==> src/rtl/hc_runctl_pkg.sv <==
package hc_runctl_pkg;

    typedef enum logic [1:0] {
        ST_HALTED    = 2'd0,
        ST_RUNNING   = 2'd1,
        ST_STOPPING  = 2'd2,
        ST_RESETTING = 2'd3
    } hc_state_e;

    // Classified software write
    typedef struct packed {
        logic do_reset;
        logic do_run;
        logic do_stop;
        logic bad_run;
        logic bad_reset;
    } hc_req_s;

    // Registered control state
    typedef struct packed {
        hc_state_e state;
        logic      run_bit;
        logic      rst_bit;
        logic      err_run;
        logic      err_rst;
    } hc_ctl_s;

    localparam hc_ctl_s HC_CTL_RESET = '{
        state:   ST_HALTED,
        run_bit: 1'b0,
        rst_bit: 1'b0,
        err_run: 1'b0,
        err_rst: 1'b0
    };

endpackage

==> src/rtl/hc_cmd_decode.sv <==
module hc_cmd_decode
    import hc_runctl_pkg::*;
(
    input  hc_state_e state_i,
    input  logic      wr_i,
    input  logic      run_i,
    input  logic      rst_i,
    output hc_req_s   req_o
);

    logic in_reset;
    logic is_halted;
    logic is_active;
    logic run_write;

    always_comb begin
        in_reset  = (state_i == ST_RESETTING);
        is_halted = (state_i == ST_HALTED);
        is_active = (state_i == ST_RUNNING) || (state_i == ST_STOPPING);
        // a write carrying the reset bit is never treated as a run/stop write
        run_write = wr_i && !rst_i && !in_reset;

        req_o.do_reset  = wr_i && rst_i && !in_reset;
        req_o.bad_reset = wr_i && rst_i && is_active;
        req_o.do_run    = run_write && run_i && is_halted;
        req_o.bad_run   = run_write && run_i && is_active;
        req_o.do_stop   = run_write && !run_i && (state_i == ST_RUNNING);
    end

endmodule

==> src/rtl/hc_runctl_fsm.sv <==
module hc_runctl_fsm
    import hc_runctl_pkg::*;
(
    input  logic    clk,
    input  logic    rst_n,
    input  hc_req_s req_i,
    input  logic    txn_busy_i,
    input  logic    reset_done_i,
    output hc_ctl_s ctl_o
);

    hc_ctl_s ctl_d;
    hc_ctl_s ctl_q;

    always_comb begin
        ctl_d         = ctl_q;
        ctl_d.err_run = req_i.bad_run;
        ctl_d.err_rst = req_i.bad_reset;

        if (req_i.do_reset) begin
            ctl_d.state   = ST_RESETTING;
            ctl_d.rst_bit = 1'b1;
            ctl_d.run_bit = 1'b0;
        end else begin
            unique case (ctl_q.state)
                ST_HALTED: begin
                    if (req_i.do_run) begin
                        ctl_d.state   = ST_RUNNING;
                        ctl_d.run_bit = 1'b1;
                    end
                end
                ST_RUNNING: begin
                    if (req_i.do_stop) begin
                        ctl_d.state   = ST_STOPPING;
                        ctl_d.run_bit = 1'b0;
                    end
                end
                ST_STOPPING: begin
                    if (!txn_busy_i) begin
                        ctl_d.state = ST_HALTED;
                    end
                end
                ST_RESETTING: begin
                    if (reset_done_i) begin
                        ctl_d.state   = ST_HALTED;
                        ctl_d.rst_bit = 1'b0;
                        ctl_d.run_bit = 1'b0;
                    end
                end
                default: ctl_d = HC_CTL_RESET;
            endcase
        end
    end

    always_ff @(posedge clk or negedge rst_n) begin
        if (!rst_n) begin
            ctl_q <= HC_CTL_RESET;
        end else begin
            ctl_q <= ctl_d;
        end
    end

    assign ctl_o = ctl_q;

endmodule

==> src/rtl/hc_status_out.sv <==
module hc_status_out
    import hc_runctl_pkg::*;
(
    input  hc_ctl_s ctl_i,
    input  logic    txn_busy_i,
    output logic    run_stat_o,
    output logic    rst_stat_o,
    output logic    halted_o,
    output logic    sched_en_o,
    output logic    txn_abort_o,
    output logic    int_rst_req_o,
    output logic    err_run_o,
    output logic    err_rst_o
);

    always_comb begin
        run_stat_o    = ctl_i.run_bit;
        rst_stat_o    = ctl_i.rst_bit;
        halted_o      = (ctl_i.state == ST_HALTED);
        sched_en_o    = (ctl_i.state == ST_RUNNING);
        int_rst_req_o = (ctl_i.state == ST_RESETTING);
        txn_abort_o   = (ctl_i.state == ST_RESETTING) && txn_busy_i;
        err_run_o     = ctl_i.err_run;
        err_rst_o     = ctl_i.err_rst;
    end

endmodule

==> src/rtl/hc_runctl.sv <==
module hc_runctl
    import hc_runctl_pkg::*;
(
    input  logic clk,
    input  logic rst_n,
    input  logic cmd_wr,
    input  logic cmd_run,
    input  logic cmd_rst,
    input  logic txn_busy,
    input  logic reset_done,
    output logic run_stat,
    output logic rst_stat,
    output logic halted,
    output logic sched_en,
    output logic txn_abort,
    output logic int_rst_req,
    output logic err_run_active,
    output logic err_rst_active
);

    hc_req_s req;
    hc_ctl_s ctl;

    hc_cmd_decode u_decode (
        .state_i (ctl.state),
        .wr_i    (cmd_wr),
        .run_i   (cmd_run),
        .rst_i   (cmd_rst),
        .req_o   (req)
    );

    hc_runctl_fsm u_fsm (
        .clk          (clk),
        .rst_n        (rst_n),
        .req_i        (req),
        .txn_busy_i   (txn_busy),
        .reset_done_i (reset_done),
        .ctl_o        (ctl)
    );

    hc_status_out u_status (
        .ctl_i         (ctl),
        .txn_busy_i    (txn_busy),
        .run_stat_o    (run_stat),
        .rst_stat_o    (rst_stat),
        .halted_o      (halted),
        .sched_en_o    (sched_en),
        .txn_abort_o   (txn_abort),
        .int_rst_req_o (int_rst_req),
        .err_run_o     (err_run_active),
        .err_rst_o     (err_rst_active)
    );

endmodule

==> config.mk <==
export PLATFORM = sky130hd
export DESIGN_NAME = hc_runctl
export DESIGN_NICKNAME = d
export VERILOG_FILES = /design/src/rtl/hc_runctl_pkg.sv /design/src/rtl/hc_cmd_decode.sv /design/src/rtl/hc_runctl_fsm.sv /design/src/rtl/hc_status_out.sv /design/src/rtl/hc_runctl.sv
export SDC_FILE = /design/constraint.sdc
export NUM_CORES = 1
export LEC_CHECK = 0
export ABC_CLOCK_PERIOD_IN_PS = 1700
export BUFFER_PORTS_ARGS = -buffer_cell sky130_fd_sc_hd__buf_4
export CORE_AREA = 2 2 39 41
export CTS_BUF_LIST = sky130_fd_sc_hd__clkbuf_8
export DETAILED_ROUTE_END_ITERATION = 10
export DIE_AREA = 0 0 41 43
export GPL_TIMING_DRIVEN = 0
export HOLD_SLACK_MARGIN = 0.1
export PLACE_DENSITY_LB_ADDON = 0.3
export SKIP_CTS_REPAIR_TIMING = 1
export SLEW_MARGIN = 20
export SYNTH_ARGS = -nofsm -noshare
export SYNTH_HDL_FRONTEND = slang
export SYNTH_HIERARCHICAL = 1
export SYNTH_SLANG_ARGS = --single-unit
==> constraint.sdc <==
create_clock -name clk -period 1.7 [get_ports clk]
set_clock_uncertainty 0.05 [all_clocks]
set_input_delay 0.085 -clock clk [delete_from_list [all_inputs] [get_ports clk]]
set_output_delay 0.085 -clock clk [all_outputs]
set_load 0.01 [all_outputs]
==> impl_metrics.ini <==
[logic_synthesis]
synth_edf_count = 0
syn_nets = 51
yosysWarnings = 6
synth.largest_area_cell = dfrtp_1
yosysTopAreaCellShare_pct = 37.7
syn_area_um2 = 398
ys_types = 22
async_flop_share_pct = 100
synth-seq-cells = 6
synthMuxAreaShare_pct = 5.03
synthXorXnorAreaFrac_pct = 0
syn_area_per_cell_um2 = 9.70
yosys_most_used_dff = dfrtp_1
yosysSeqAreaShare_pct = 37.7
synthAdderAreaFrac_pct = 9.43
synth-simple-area-share_pct = 23.9
synth_area_leaders = dfrtp_1 (38%), ha_1 (9.4%), buf_4 (7.5%), mux2i_1 (5.0%), and3_2 (3.8%)
synth_top_family_by_area = simple AND/OR/NAND/NOR gates
syn_inst = 41
synth_compound_area_share_pct = 9.75

[global_routing]
overflow = 0
track_usage_pct = 10.2
grt_pass1_vias = 281
grt_max_degree = 12
grt_pass1_wl_um = 1120
antenna_found_initial = 0

[clock_network]
clockRootBuffer = clkbuf_8
cts_tree = yes
cts_buffers = 3
clock_sinks = 6
ctsLongestPathBuffers = 2
clkSlewWorstSetupHoldPaths_ns = 0.04
clkLatencyLatePin_ns = 0.23
htree_levels = 1

[setup_path]
worstSetupStartpoint = u_fsm/ctl_o[4]
endpoint_kind = register
path_cells = buf_4 > buf_4 > ha_1 > and3b_2 > buf_4 > mux2i_1 > o21ai_1
cp.arrival_ns = 1.70
crit_slowest_cell = dfrtp_2
required_ns = 1.75
worst_setup_path_start_kind = register
worstPathMaxFanout = 6
r2r_start = u_fsm/ctl_o[4]
cpMostUsedCell = buf_4
worstSetupPathType = reg2reg
ff2ff_setup_slack_ns = 0.05
max_stage_delay_ns = 0.45

[hold_path]
hp-start = cmd_rst
hp-class = in2reg

[sta]
finalHoldViolCount = 0
finalWorstSetupSlack_ns = 0.0497
rsz0062_at_grt = true
max-slew-margin-rel_pct = 74.7
setup_violations = 0
max_freq_mhz = 606
final_max_slew_viol_count = 0
final.period_utilization_pct = 97.1
worst_pin_slew_ns = 0.378
finalCriticalPeriod_ns = 1.65

[placement]
postPlaceCellArea_um2 = 523
place_inst = 71
port_buffers = 14
gp_congestion = 0.683
dp_hpwl_um = 596
dpl_worst_slack_ns = -0.0960

[floorplan]
num_rows = 14
fp.dieArea_um2 = 1760
ios = 15
chipWidth_um = 41
floorplan.core_area_um2 = 1380
start_util_pct = 28.8
fp.dieH_um = 43

[power_and_ir_drop]
p_leak_nw = 0.366
power_density_nw_per_um2 = 1520
power.total_mw = 1.05
irDropWorstVdd_mv = 0.553

[finish]
largest_reg_flops = 6
syn_to_final_growth_pct = 74.5
drive_gt1_share_pct = 58.6
antenna_cells = 0
nNetsFinal = 82
finalNonFillerCells = 86
stdcell_area_um2 = 694

[routing]
wire_per_inst_um = 10.5
vias = 374
drc_errors = 0
first_iter_violations = 5
drtPass1Iterations = 4
drt-total-wl_um = 899
drt.antenna.violating_nets = 0
vias_per_cell = 4.35

[flow_run]
maxCapViolations = 0

[run_status]
status = finished clean
==> power by group <==
part / internal [mW] / switching, mW
Clock: 0.152 / 0.0628
Combinational: 0.357 / 0.226
Sequential: 0.196 / 0.0603
==> worst max-delay path, delay by kind of cell, from the launching register on <==
family / cells / cell delay, ns
AND/OR/NAND/NOR: 1 / 0.22
adder cells (fa/ha/maj): 1 / 0.18
multiplexers: 1 / 0.13
buffers and inverters: 3 / 0.42
flip-flops: 1 / 0.45
AO/OA/AOI/OAI: 1 / 0.08
==> cells by family after synthesis <==
logic type	after synthesis
AOI/OAI and AO/OA	6
adders and majority gates	3
buffers and inverters	9
muxes	2
and+or+nand+nor	15
DFF	6
==> cell usage in the layout, fill, tap and decap left out <==
cell / n
buf_6: 1
mux2i_1: 1
o21ai_1: 1
dfrtp_2: 2
ha_4: 1
dfrtp_1: 4
a21oi_2: 1
nor2b_1: 1
mux2i_2: 1
ha_1: 2
and3_2: 2
nand2_1: 2
and2b_2: 1
dlygate4sd3_1: 4
a221o_1: 1
nand3_1: 1
and3_1: 2
and2_2: 1
nor3b_4: 1
buf_4: 26
a31oi_1: 1
nor2_1: 3
and3b_2: 1
clkbuf_8: 3
inv_1: 4
o21ai_0: 1
a21o_1: 1
==> worst paths after layout <==
path / cells after the start / end
worst min register to register: 1 / u_fsm/ctl_o[2]
worst min-delay path: 2 / u_fsm/ctl_o[0]
min in group asynchronous: 2 / u_fsm/ctl_o[2]
worst max register to register: 7 / u_fsm/ctl_o[5]
max in group asynchronous: 2 / u_fsm/ctl_o[4]
worst max-delay path: 7 / u_fsm/ctl_o[5]
==> layout make-up <==
cell class	count	area [um2]
Buffer	5	41.3
Clock buffer	3	41.3
Fill cell	131	689
Inverter	4	15.0
Multi-Input combinational cell	26	219
Sequential cell	6	153
Tap cell	16	20.0
Timing Repair Buffer	26	205
==> stage by stage <==
| step | utilization, % | hold slack [ns] | setup TNS [ns] |
|---|---|---|---|
| floorplan | - | -0.261 | 0 |
| global placement | 37.8 | -0.156 | -0.0629 |
| detailed placement | 37.8 | -0.155 | -0.0960 |
| CTS | 40.8 | -0.394 | -0.103 |
| global route | 50.2 | 0.109 | -0.0413 |
| finish | 50.2 | 0.105 | 0 |
==> cells in the mapped netlist, types with 2 or more instances <==
master and instances:
and3_1 2, mux2i_1 2, inv_1 4, nand2_1 2
dfrtp_1 6, ha_1 3, nor2_1 3, and3_2 2
buf_4 4
==> metal layers <==
metal  vias up  wire length, um  global-route usage (%)
met4         0               21                    10.0
met5         -                0                       0
li1        191                -                       -
met1       162              358                    10.8
met3         2               56                    4.71
met2        19              462                    13.8
Power figures use the tool's default switching activity.
